**src/rtl/bdx_pkg.sv**
```systemverilog
package bdx_pkg;
    localparam int BYTE_W = 8;
    localparam int WORD_W = 24;
    localparam int WAIT_W = 3;

    localparam logic [2:0] SEL_CTRL  = 3'd0;
    localparam logic [2:0] SEL_IADDR = 3'd1;
    localparam logic [2:0] SEL_OFS   = 3'd2;
    localparam logic [2:0] SEL_PAGE  = 3'd3;
    localparam logic [2:0] SEL_COUNT = 3'd4;

    typedef enum logic [1:0] {
        FMT_PM24  = 2'b00,
        FMT_DM16  = 2'b01,
        FMT_DM8HI = 2'b10,
        FMT_DM8LO = 2'b11
    } fmt_e;

    typedef enum logic [1:0] {
        ST_IDLE,
        ST_GRANT,
        ST_BYTE,
        ST_WORD
    } state_e;

    // field order gives control bits [6:4]=waits, [3]=halt, [2]=dir, [1:0]=fmt
    typedef struct packed {
        logic [WAIT_W-1:0] waits;
        logic              halt;
        logic              dir;
        fmt_e              fmt;
    } ctrl_t;

    function automatic logic [1:0] bytes_per_word(fmt_e f);
        case (f)
            FMT_PM24: return 2'd3;
            FMT_DM16: return 2'd2;
            default:  return 2'd1;
        endcase
    endfunction

    // the newest byte sits in sh[7:0]; earlier bytes sit above it
    function automatic logic [WORD_W-1:0] pack_word(fmt_e f, logic [WORD_W-1:0] sh);
        case (f)
            FMT_PM24:  return sh;
            FMT_DM16:  return {8'h00, sh[15:0]};
            FMT_DM8HI: return {8'h00, sh[7:0], 8'h00};
            default:   return {16'h0000, sh[7:0]};
        endcase
    endfunction

    // place the first byte to send in the top byte of the shifter
    function automatic logic [WORD_W-1:0] align_for_split(fmt_e f, logic [WORD_W-1:0] w);
        case (f)
            FMT_PM24:  return w;
            FMT_DM16:  return {w[15:0], 8'h00};
            FMT_DM8HI: return {w[15:8], 16'h0000};
            default:   return {w[7:0], 16'h0000};
        endcase
    endfunction
endpackage

```
**src/rtl/bdx_addr.sv**
```systemverilog
module bdx_addr #(
    parameter int PAGE_W = 8,
    parameter int OFS_W  = 14,
    parameter int DATA_W = 14
) (
    input  logic                     clk,
    input  logic                     rst,
    input  logic                     ld_page,
    input  logic                     ld_ofs,
    input  logic [DATA_W-1:0]        wdata,
    input  logic                     step,
    output logic [PAGE_W+OFS_W-1:0]  addr
);
    localparam int ADDR_W = PAGE_W + OFS_W;

    logic [PAGE_W-1:0] page_q;
    logic [OFS_W-1:0]  ofs_q;
    logic [ADDR_W-1:0] next_addr;

    assign next_addr = {page_q, ofs_q} + 1'b1;

    always_ff @(posedge clk) begin
        if (rst) begin
            page_q <= '0;
            ofs_q  <= '0;
        end else if (step) begin
            {page_q, ofs_q} <= next_addr;
        end else begin
            if (ld_page) page_q <= wdata[PAGE_W-1:0];
            if (ld_ofs)  ofs_q  <= wdata[OFS_W-1:0];
        end
    end

    assign addr = {page_q, ofs_q};
endmodule

```
**src/rtl/bdx_pack.sv**
```systemverilog
module bdx_pack
    import bdx_pkg::*;
(
    input  logic              clk,
    input  logic              rst,
    input  fmt_e              fmt,
    input  logic              dir,
    input  logic              ld_word,
    input  logic [WORD_W-1:0] word_in,
    input  logic              shift,
    input  logic [BYTE_W-1:0] byte_in,
    output logic [BYTE_W-1:0] byte_out,
    output logic [WORD_W-1:0] word_out
);
    logic [WORD_W-1:0] sh_q;

    always_ff @(posedge clk) begin
        if (rst) begin
            sh_q <= '0;
        end else if (ld_word) begin
            sh_q <= align_for_split(fmt, word_in);
        end else if (shift) begin
            sh_q <= {sh_q[WORD_W-BYTE_W-1:0], (dir ? {BYTE_W{1'b0}} : byte_in)};
        end
    end

    assign byte_out = sh_q[WORD_W-1 -: BYTE_W];
    assign word_out = pack_word(fmt, sh_q);
endmodule

```
**src/rtl/bdx_ctrl.sv**
```systemverilog
module bdx_ctrl
    import bdx_pkg::*;
#(
    parameter int CNT_W = 14
) (
    input  logic              clk,
    input  logic              rst,
    input  logic              start,
    input  logic [CNT_W-1:0]  count_in,
    input  logic              dir,
    input  fmt_e              fmt,
    input  logic [WAIT_W-1:0] waits,
    input  logic              halt,
    input  logic              bus_req,
    output state_e            state,
    output logic              busy,
    output logic [CNT_W-1:0]  words_left,
    output logic              byte_done,
    output logic              irq,
    output logic              restart
);
    state_e            st_q;
    logic [CNT_W-1:0]  cnt_q;
    logic [WAIT_W-1:0] wcnt_q;
    logic [1:0]        bidx_q;
    logic              last_byte;
    logic              last_word;

    assign last_byte = (bidx_q == bytes_per_word(fmt) - 2'd1);
    assign last_word = (cnt_q == CNT_W'(1));
    assign byte_done = (st_q == ST_BYTE) && (wcnt_q == '0);

    always_ff @(posedge clk) begin
        if (rst) begin
            st_q    <= ST_IDLE;
            cnt_q   <= '0;
            wcnt_q  <= '0;
            bidx_q  <= '0;
            irq     <= 1'b0;
            restart <= 1'b0;
        end else begin
            irq     <= 1'b0;
            restart <= 1'b0;
            case (st_q)
                ST_IDLE: begin
                    if (start) begin
                        cnt_q  <= count_in;
                        bidx_q <= '0;
                        st_q   <= dir ? ST_WORD : ST_GRANT;
                    end
                end
                ST_GRANT: begin
                    if (!bus_req) begin
                        wcnt_q <= waits;
                        st_q   <= ST_BYTE;
                    end
                end
                ST_BYTE: begin
                    if (wcnt_q != '0) begin
                        wcnt_q <= wcnt_q - 1'b1;
                    end else if (!last_byte) begin
                        bidx_q <= bidx_q + 1'b1;
                        st_q   <= ST_GRANT;
                    end else begin
                        bidx_q <= '0;
                        if (!dir) begin
                            st_q <= ST_WORD;
                        end else begin
                            cnt_q <= cnt_q - 1'b1;
                            if (last_word) begin
                                st_q    <= ST_IDLE;
                                irq     <= 1'b1;
                                restart <= halt;
                            end else begin
                                st_q <= ST_WORD;
                            end
                        end
                    end
                end
                ST_WORD: begin
                    if (dir) begin
                        st_q <= ST_GRANT;
                    end else begin
                        cnt_q <= cnt_q - 1'b1;
                        if (last_word) begin
                            st_q    <= ST_IDLE;
                            irq     <= 1'b1;
                            restart <= halt;
                        end else begin
                            st_q <= ST_GRANT;
                        end
                    end
                end
                default: st_q <= ST_IDLE;
            endcase
        end
    end

    assign state      = st_q;
    assign busy       = (st_q != ST_IDLE);
    assign words_left = cnt_q;
endmodule

```
**src/rtl/bdx_engine.sv**
```systemverilog
module bdx_engine
    import bdx_pkg::*;
#(
    parameter int PAGE_W  = 8,
    parameter int OFS_W   = 14,
    parameter int CNT_W   = 14,
    parameter int IADDR_W = 14,
    parameter int CFG_W   = 14
) (
    input  logic                      clk,
    input  logic                      rst,
    input  logic                      cfg_we,
    input  logic [2:0]                cfg_sel,
    input  logic [CFG_W-1:0]          cfg_wdata,
    output logic                      busy,
    output logic [CNT_W-1:0]          words_left,
    output logic                      irq,
    input  logic                      core_ext_req,
    output logic                      core_hold,
    output logic                      core_restart,
    output logic [PAGE_W+OFS_W-1:0]   bm_addr,
    output logic                      bm_rd,
    output logic                      bm_wr,
    output logic [BYTE_W-1:0]         bm_wdata,
    input  logic [BYTE_W-1:0]         bm_rdata,
    output logic                      mem_req,
    output logic                      mem_we,
    output logic                      mem_pm,
    output logic [IADDR_W-1:0]        mem_addr,
    output logic [WORD_W-1:0]         mem_wdata,
    input  logic [WORD_W-1:0]         mem_rdata
);
    localparam int CTRL_W = $bits(ctrl_t);

    ctrl_t               cfg_q;
    logic [IADDR_W-1:0]  ia_q;
    state_e              st;
    logic                busy_i;
    logic                byte_done;
    logic                wr_ok;
    logic                start;
    logic                word_cyc;

    assign wr_ok    = cfg_we && !busy_i;
    assign start    = wr_ok && (cfg_sel == SEL_COUNT) && (cfg_wdata[CNT_W-1:0] != '0);
    assign word_cyc = (st == ST_WORD);

    always_ff @(posedge clk) begin
        if (rst) begin
            cfg_q <= '0;
            ia_q  <= '0;
        end else begin
            if (wr_ok && cfg_sel == SEL_CTRL)
                cfg_q <= ctrl_t'(cfg_wdata[CTRL_W-1:0]);
            if (wr_ok && cfg_sel == SEL_IADDR)
                ia_q <= cfg_wdata[IADDR_W-1:0];
            else if (word_cyc)
                ia_q <= ia_q + 1'b1;
        end
    end

    bdx_addr #(
        .PAGE_W (PAGE_W),
        .OFS_W  (OFS_W),
        .DATA_W (CFG_W)
    ) u_addr (
        .clk     (clk),
        .rst     (rst),
        .ld_page (wr_ok && cfg_sel == SEL_PAGE),
        .ld_ofs  (wr_ok && cfg_sel == SEL_OFS),
        .wdata   (cfg_wdata),
        .step    (byte_done),
        .addr    (bm_addr)
    );

    bdx_pack u_pack (
        .clk      (clk),
        .rst      (rst),
        .fmt      (cfg_q.fmt),
        .dir      (cfg_q.dir),
        .ld_word  (word_cyc && cfg_q.dir),
        .word_in  (mem_rdata),
        .shift    (byte_done),
        .byte_in  (bm_rdata),
        .byte_out (bm_wdata),
        .word_out (mem_wdata)
    );

    bdx_ctrl #(
        .CNT_W (CNT_W)
    ) u_ctrl (
        .clk        (clk),
        .rst        (rst),
        .start      (start),
        .count_in   (cfg_wdata[CNT_W-1:0]),
        .dir        (cfg_q.dir),
        .fmt        (cfg_q.fmt),
        .waits      (cfg_q.waits),
        .halt       (cfg_q.halt),
        .bus_req    (core_ext_req),
        .state      (st),
        .busy       (busy_i),
        .words_left (words_left),
        .byte_done  (byte_done),
        .irq        (irq),
        .restart    (core_restart)
    );

    assign busy      = busy_i;
    assign core_hold = busy_i && cfg_q.halt;
    assign bm_rd     = (st == ST_BYTE) && !cfg_q.dir;
    assign bm_wr     = (st == ST_BYTE) && cfg_q.dir;
    assign mem_req   = word_cyc;
    assign mem_we    = !cfg_q.dir;
    assign mem_pm    = (cfg_q.fmt == FMT_PM24);
    assign mem_addr  = ia_q;
endmodule

```
**config.mk**
```make
export PLATFORM = sky130hd
export DESIGN_NAME = bdx_engine
export DESIGN_NICKNAME = d
export VERILOG_FILES = /design/src/rtl/bdx_pkg.sv /design/src/rtl/bdx_addr.sv /design/src/rtl/bdx_pack.sv /design/src/rtl/bdx_ctrl.sv /design/src/rtl/bdx_engine.sv
export SDC_FILE = /design/constraint.sdc
export NUM_CORES = 1
export LEC_CHECK = 0
export ABC_AREA = 1
export CORE_UTILIZATION = 45
export CTS_BUF_LIST = sky130_fd_sc_hd__clkbuf_2
export CTS_CLUSTER_SIZE = 40
export DETAILED_ROUTE_END_ITERATION = 7
export MAX_ROUTING_LAYER = met4
export PLACE_DENSITY = 0.71
export SLEW_MARGIN = 30
export SYNTH_ARGS = -nofsm -noshare
export SYNTH_HDL_FRONTEND = slang
export SYNTH_SLANG_ARGS = --single-unit
export TNS_END_PERCENT = 30
```
**constraint.sdc**
```tcl
create_clock -name clk -period 2.1 [get_ports clk]
set_input_delay 0.42 -clock clk [delete_from_list [all_inputs] [get_ports clk]]
set_output_delay 0.42 -clock clk [all_outputs]
set_load 0.02 [all_outputs]
```
**After elaboration in Yosys (flattened, before gate mapping)**

Index checks and enable logic that the tools add are counted.

- Add/sub/neg operators: 6
- Equality and inequality tests: 18
- Muxes and demuxes: 47
- Reduce and logical (&&, ||, !) cells: 32

Operators by type and width:

| cell | count |
|---|---|
| 24-bit case mux with 3 select lines | 2 |
| 14-bit 2-to-1 mux | 9 |
| 24-bit 2-to-1 mux | 2 |
| 14-bit case mux with 3 select lines | 1 |
| 8-bit 2-to-1 mux | 3 |
| 22-bit by 1-bit adder with 22-bit output, second input constant | 1 |
| 2-bit 2-to-1 mux | 11 |
| 14-bit by 1-bit adder with 14-bit output, second input constant | 1 |
| 14-bit by 1-bit equality test with 1-bit output, second input constant | 1 |
| 14-bit nonzero test | 1 |
| 2-bit nonzero test | 7 |
| 14-bit by 1-bit subtractor with 14-bit output, second input constant | 1 |
| 1-bit logical AND | 12 |
| 1-bit 2-to-1 mux | 11 |
| 2-bit inequality test, second input constant | 5 |
| 3-bit AND reduction | 3 |
| 2-bit case mux with 2 select lines | 2 |
| 2-bit case mux with 4 select lines | 1 |
| 2-bit equality test, second input constant | 3 |
| 3-bit by 2-bit equality test with 1-bit output, second input constant | 2 |
| 3-bit logical NOT | 2 |
| 3-bit 2-to-1 mux | 2 |
| 3-bit case mux with 2 select lines | 1 |
| 6-bit AND reduction | 1 |
| other kinds (12) | 18 |

- Register bits: 90
- Input bits: 53
- Output and inout port bits: 91
- Word-level logic and storage cells: 117

**Depth between registers and ports, before layout**

- Depth in word-level cells: 7
- Depth in mapped cells: 12
- Mapped depth without buffers: 11

**By module**

A second synthesis with hierarchy kept.

- Cell total of the unflattened synthesis: 1065
- Area, all modules: 6251.0 µm²

By module, submodules not included:

| module | instances | cells each | area an instance (µm²) |
|---|---|---|---|
| bdx_pack | 1 | 315 | 1721.7 |
| bdx_ctrl | 1 | 285 | 1629.1 |
| bdx_addr | 1 | 252 | 1544.0 |
| bdx_engine | 1 | 213 | 1356.3 |

**Worst setup path before layout**

No wires, ideal clock.

- Kind: reg-to-reg
- Start: register u_addr.ofs_q[0]
- End: register u_addr.page_q[2]
- Arrival: 1.710 ns
- Path slack: 0.279 ns
- Stages on the path, launching flop included: 11
- Period minus slack after synthesis: 1.821 ns
- Cells stage by stage: dfxtp_1 > ha_1 > nand2_1 > nor2_1 > nand2_1 > nor2_1 > nand2_1 > o21ai_0 > nand3_1 > nand3_1 > inv_1

- Cells in the longest elaborated chain, start to end: 2

Ends and longest elaborated chain:

| item | RTL line | source |
|---|---|---|
| start: declaration | bdx_addr.sv:17 | `logic [OFS_W-1:0] ofs_q;` |
| start signal: assignment | bdx_addr.sv:27 | `{page_q, ofs_q} <= next_addr;` |
| start signal: assignment | bdx_addr.sv:30 | `if (ld_ofs) ofs_q <= wdata[OFS_W-1:0];` |
| 22-bit by 1-bit adder with 22-bit output | bdx_addr.sv:20 | `assign next_addr = {page_q, ofs_q} + 1'b1;` |
| 8-bit 2-to-1 mux | bdx_addr.sv:26 | `end else if (step) begin` |
| end signal: assignment | bdx_addr.sv:27 |  |
| end signal: assignment | bdx_addr.sv:29 | `if (ld_page) page_q <= wdata[PAGE_W-1:0];` |
| end: declaration | bdx_addr.sv:16 | `logic [PAGE_W-1:0] page_q;` |

No other way between the ends.
A chain may end at the register's enable or synchronous reset.

**Worst setup path in the final report**

- Start: register u_addr.page_q[3]
- End: output bm_addr[17]

RTL lines:

| item | RTL line | source |
|---|---|---|
| end: declaration | bdx_engine.sv:21 | `output logic [PAGE_W+OFS_W-1:0] bm_addr,` |

No word-level cell between the ends.

==> impl_table.tex <==
\begin{tabular}{lr}
\hline
Metric & Value \\
\hline
\multicolumn{2}{l}{\textbf{Pwr}} \\
Switching power share of the total & 0.343 \\
Share of total power in sequential cells & 0.530 \\
Combinational Power Share & 0.252 \\
Relative contribution of the clock network to total power & 0.218 \\
Standby leakage power & 3.59 nW \\
Worst-case vdd ir drop & 0.356 mV \\
Total power density per cell area & about 450 nW/um\^{}2 \\
Cell internal pwr & approximately 0.0023 W \\
Switching power of the nets & 0.00118 W \\
\multicolumn{2}{l}{\textbf{Routing}} \\
Wirelength, routed & about 19000 um \\
Vias per cell & 5.20 \\
Pre-Repair DR Iteration Count & 5 \\
Count of nets left with antenna violations after detail routing & 0 \\
Count of routing violations after the opening detailed-route iteration & 621 \\
DRC & 0 \\
Routed length per instance & between 10 and 15 um \\
Via count & 6719 \\
\multicolumn{2}{l}{\textbf{Critical path}} \\
Cell family with the largest share of critical-path delay & buffers and inverters \\
Capture point of the worst reg-to-reg path & u\_addr.ofs\_q[12] \\
CP Capture Point & bm\_addr[17] \\
Critical Path Source & u\_addr.page\_q[3] \\
Critical Path Stages & 1 \\
CP peak stage delay & 630 ps \\
Worst setup slack for register-to-register paths & between 150 and 200 ps \\
Crit end category & output pin \\
Cells traversed along the worst timing path & clkdlybuf4s50\_1 \\
Buf/Inv on CP & 1 \\
Required time of the critical path & 1680 ps \\
Data arrival time of the critical path & between 1500 and 2000 ps \\
Logic depth of the worst register-to-register path & 11 \\
Maximum fanout along the worst path & 6 \\
Worst reg2reg startpoint & u\_ctrl.state[0] \\
Setup crit start kind & flop \\
Critical path's slowest cell & sky130\_fd\_sc\_hd\_\_clkdlybuf4s50\_1 \\
Class of the most critical setup path & reg2out \\
\multicolumn{2}{l}{\textbf{Die}} \\
IO Pins & 144 \\
Std cell rows & 41 \\
Chip width & 115 um \\
Core region area & 12600 um\^{}2 \\
Initial Utilization & 0.461 \\
Die area & 13300 um\^{}2 \\
Chip Height & 115 um \\
\multicolumn{2}{l}{\textbf{Clock tree}} \\
CTS Buffer Depth & 2 \\
Clock transition at the register clock pins on the worst setup and hold paths after CTS & 250 ps \\
Root cell of the clock tree & sky130\_fd\_sc\_hd\_\_clkbuf\_2 \\
Total clock sinks & 90 \\
TritonCTS clock tree & yes \\
Hold-fix buffers, CTS & 0 \\
Inserted Clock Buffers & 9 \\
H-tree levels & 3 \\
Insertion delay of the later-clocked pin in the worst-skew pair & 580 ps \\
\multicolumn{2}{l}{\textbf{STA}} \\
Top achievable clock speed & 489 MHz \\
Worst relative slew slack & 0.684 \\
Measured slew at the worst slew-check pin & 472 ps \\
Period utilisation layout & 0.975 \\
Total negative slack for setup checks & 0 ps \\
Worst setup margin & 53.1 ps \\
Max Clock Skew & 21.6 ps \\
RSZ-0062 raised after global routing & yes \\
Hold Fails Final Rpt & 0 \\
Number of failing setup endpoints in the final timing report & 0 \\
Count of final max-slew check failures & 0 \\
Fin crit period & between 2000 and 2500 ps \\
\multicolumn{2}{l}{\textbf{Place}} \\
Placer congestion estimate & roughly 0.95 \\
Count of buffers inserted at the top-level ports & 143 \\
Cells after DPL & 1273 \\
Worst slack, placed & roughly 82 ps \\
Post-detailed-placement half-perimeter wirelength & 14100 um \\
\multicolumn{2}{l}{\textbf{Yosys}} \\
Net count after synthesis & 1015 \\
Number of enable-type register cells in the synthesized netlist & 0 \\
Area of the mapped netlist & just under 6000 um\^{}2 \\
Number of register bits inferred by synthesis & 90 \\
Main flop type after synthesis & sky130\_fd\_sc\_hd\_\_dfxtp\_1 \\
Yosys warnings & 0 \\
Share of synthesized flip-flops with an asynchronous set or reset & 0 \\
Mean Syn Cell Area & 6.06 um\^{}2 \\
Number of unique standard cell types used by synthesis & 37 \\
Sequential element share of the synthesized area & 0.311 \\
Cell count after synthesis & between 900 and 1000 \\
\multicolumn{2}{l}{\textbf{Global routing}} \\
GRT overflow & 0 \\
Via count of the first global-routing pass & 5990 \\
Maximum number of pins on one net before global-route repair & 46 \\
Antenna violations before repair & 0 \\
First-pass GRT wire length & between 20000 and 30000 um \\
Overall Global Routing Usage & 0.295 \\
\multicolumn{2}{l}{\textbf{Finish}} \\
Fraction of layout instances using a drive strength above 1 & 0.121 \\
Nets & 1175 \\
Number of cells in the finished layout apart from fillers & 1293 \\
Final-layout fill cell count & 1271 \\
Most frequent cells in the layout & sky130\_fd\_sc\_hd\_\_nand2\_1 (250), sky130\_fd\_sc\_hd\_\_inv\_1 (146), sky130\_fd\_sc\_hd\_\_nor2\_1 (108) \\
Most common library cell in the layout ignoring fill and taps & sky130\_fd\_sc\_hd\_\_nand2\_1 \\
Post-synthesis to final-layout area growth & 31.1\% \\
Ant. Diodes & 0 \\
\multicolumn{2}{l}{\textbf{Run status}} \\
Status & completed \\
\multicolumn{2}{l}{\textbf{Hold path}} \\
Hold Path Class & in2reg \\
Hold path depth & 3 \\
\multicolumn{2}{l}{\textbf{Run}} \\
Number of maximum-capacitance constraint violations & 0 \\
\hline
\end{tabular}
[stage by stage]
step / hold slack (ps) / total power [W] / cell area, um^2 / util
CTS: 370 / 0.00346 / 7560 / 0.602
finish: 418 / 0.00345 / 7600 / 0.604
detailed placement: 468 / 0.00273 / 7570 / 0.603
floorplan: 427 / 0.00234 / 5790 / -
global route: 386 / 0.00364 / 7600 / 0.604
global placement: 466 / 0.00272 / 7570 / 0.603
[power by group through the flow]
| stage | Sequential (W) | Combinational (W) | Clock (W) |
|---|---|---|---|
| 3_3_place_gp | 0.00186 | 0.000861 | 0 |
| 2_1_floorplan | 0.00190 | 0.000440 | 0 |
| 5_1_grt | 0.00184 | 0.000955 | 0.000845 |
| 4_1_cts | 0.00183 | 0.000854 | 0.000777 |
| 3_5_place_dp | 0.00186 | 0.000868 | 0 |
| 6_report | 0.00183 | 0.000867 | 0.000752 |
[timing repair]
action | in CTS | in global routing
buffers inserted | 0 | 4
endpoints found under the setup margin | 71 | 31
resized for setup | 167 | 15
pin swaps | 0 | 1
[synth_stat cells (5+ instances only)]
master                     number  share of area
sky130_fd_sc_hd__nand2_1      250           0.16
sky130_fd_sc_hd__inv_1        147          0.095
sky130_fd_sc_hd__nor2_1       109          0.071
sky130_fd_sc_hd__dfxtp_1       90           0.31
sky130_fd_sc_hd__nand3_1       75          0.065
sky130_fd_sc_hd__o21ai_0       58          0.050
sky130_fd_sc_hd__a21oi_1       38          0.033
sky130_fd_sc_hd__a31oi_1       28          0.030
sky130_fd_sc_hd__o22ai_1       18          0.019
sky130_fd_sc_hd__clkbuf_1      17          0.011
sky130_fd_sc_hd__nor3_1        15          0.013
sky130_fd_sc_hd__nand4_1       14          0.015
sky130_fd_sc_hd__xor2_1        12          0.018
sky130_fd_sc_hd__buf_4         10          0.013
sky130_fd_sc_hd__inv_2         10         0.0065
sky130_fd_sc_hd__buf_2          8         0.0069
sky130_fd_sc_hd__o221ai_1       8          0.012
sky130_fd_sc_hd__ha_1           6          0.013
sky130_fd_sc_hd__o211ai_1       5         0.0065
sky130_fd_sc_hd__or2_2          5         0.0054
[how the worst min path moves through the flow]
stage / slack [ps] / endpoint / from
6_report: 420 / u_pack.sh_q[4] / bm_rdata[4]
4_1_cts: 370 / u_pack.sh_q[4] / bm_rdata[4]
3_3_place_gp: 470 / u_pack.sh_q[6] / u_pack.sh_q[6]
5_1_grt: 390 / u_pack.sh_q[4] / bm_rdata[4]
2_1_floorplan: 430 / u_ctrl.restart / cfg_q[3]
3_5_place_dp: 470 / u_ctrl.wcnt_q[2] / cfg_q[6]
[registers in the layout, summed over array words and instances, names as in the netlist]
name and flops:
u_ctrl.words_left 14, u_addr.ofs_q 14, u_ctrl.irq 1, u_pack.sh_q 24, u_ctrl.bidx_q 2, u_ctrl.restart 1, u_addr.page_q 8, mem_addr 14
cfg_q 7, u_ctrl.state 2, u_ctrl.wcnt_q 3
[worst reg2reg max path, delay by kind of cell, from the launching register on]
| kind | cells | cell delay, ps |
|---|---|---|
| compound gates | 2 | 230 |
| buf+inv | 5 | 900 |
| flops | 1 | 410 |
| simple gates | 4 | 370 |
[metal layers]
metal,GRT usage,vias up,wire (um)
li1,-,3398,-
met3,0.0324,34,1180
met1,0.383,3024,8690
met2,0.467,263,8340
met4,0.126,0,532
met5,-,-,0
[kinds of logic after synthesis]
family | count (synthesis) | synth area share
flip-flops | 90 | 0.311
AND/OR/NAND/NOR | 487 | 0.358
XOR/XNOR | 13 | 0.0197
buffers and inverters | 197 | 0.138
AO/OA/AOI/OAI | 163 | 0.160
adder cells (fa/ha/maj) | 6 | 0.0130
[layout make-up]
class	count	area, um^2	share of cell area
multi-input cells	669	3210	0.422
flip-flops and latches	90	1830	0.240
repair buffers	187	1660	0.218
inverters	159	607	0.0799
well taps	172	215	0.0283
clock buffers	10	50.0	0.00659
clock inverters	6	33.8	0.00445
No activity file was read; power rests on OpenSTA's default activity.
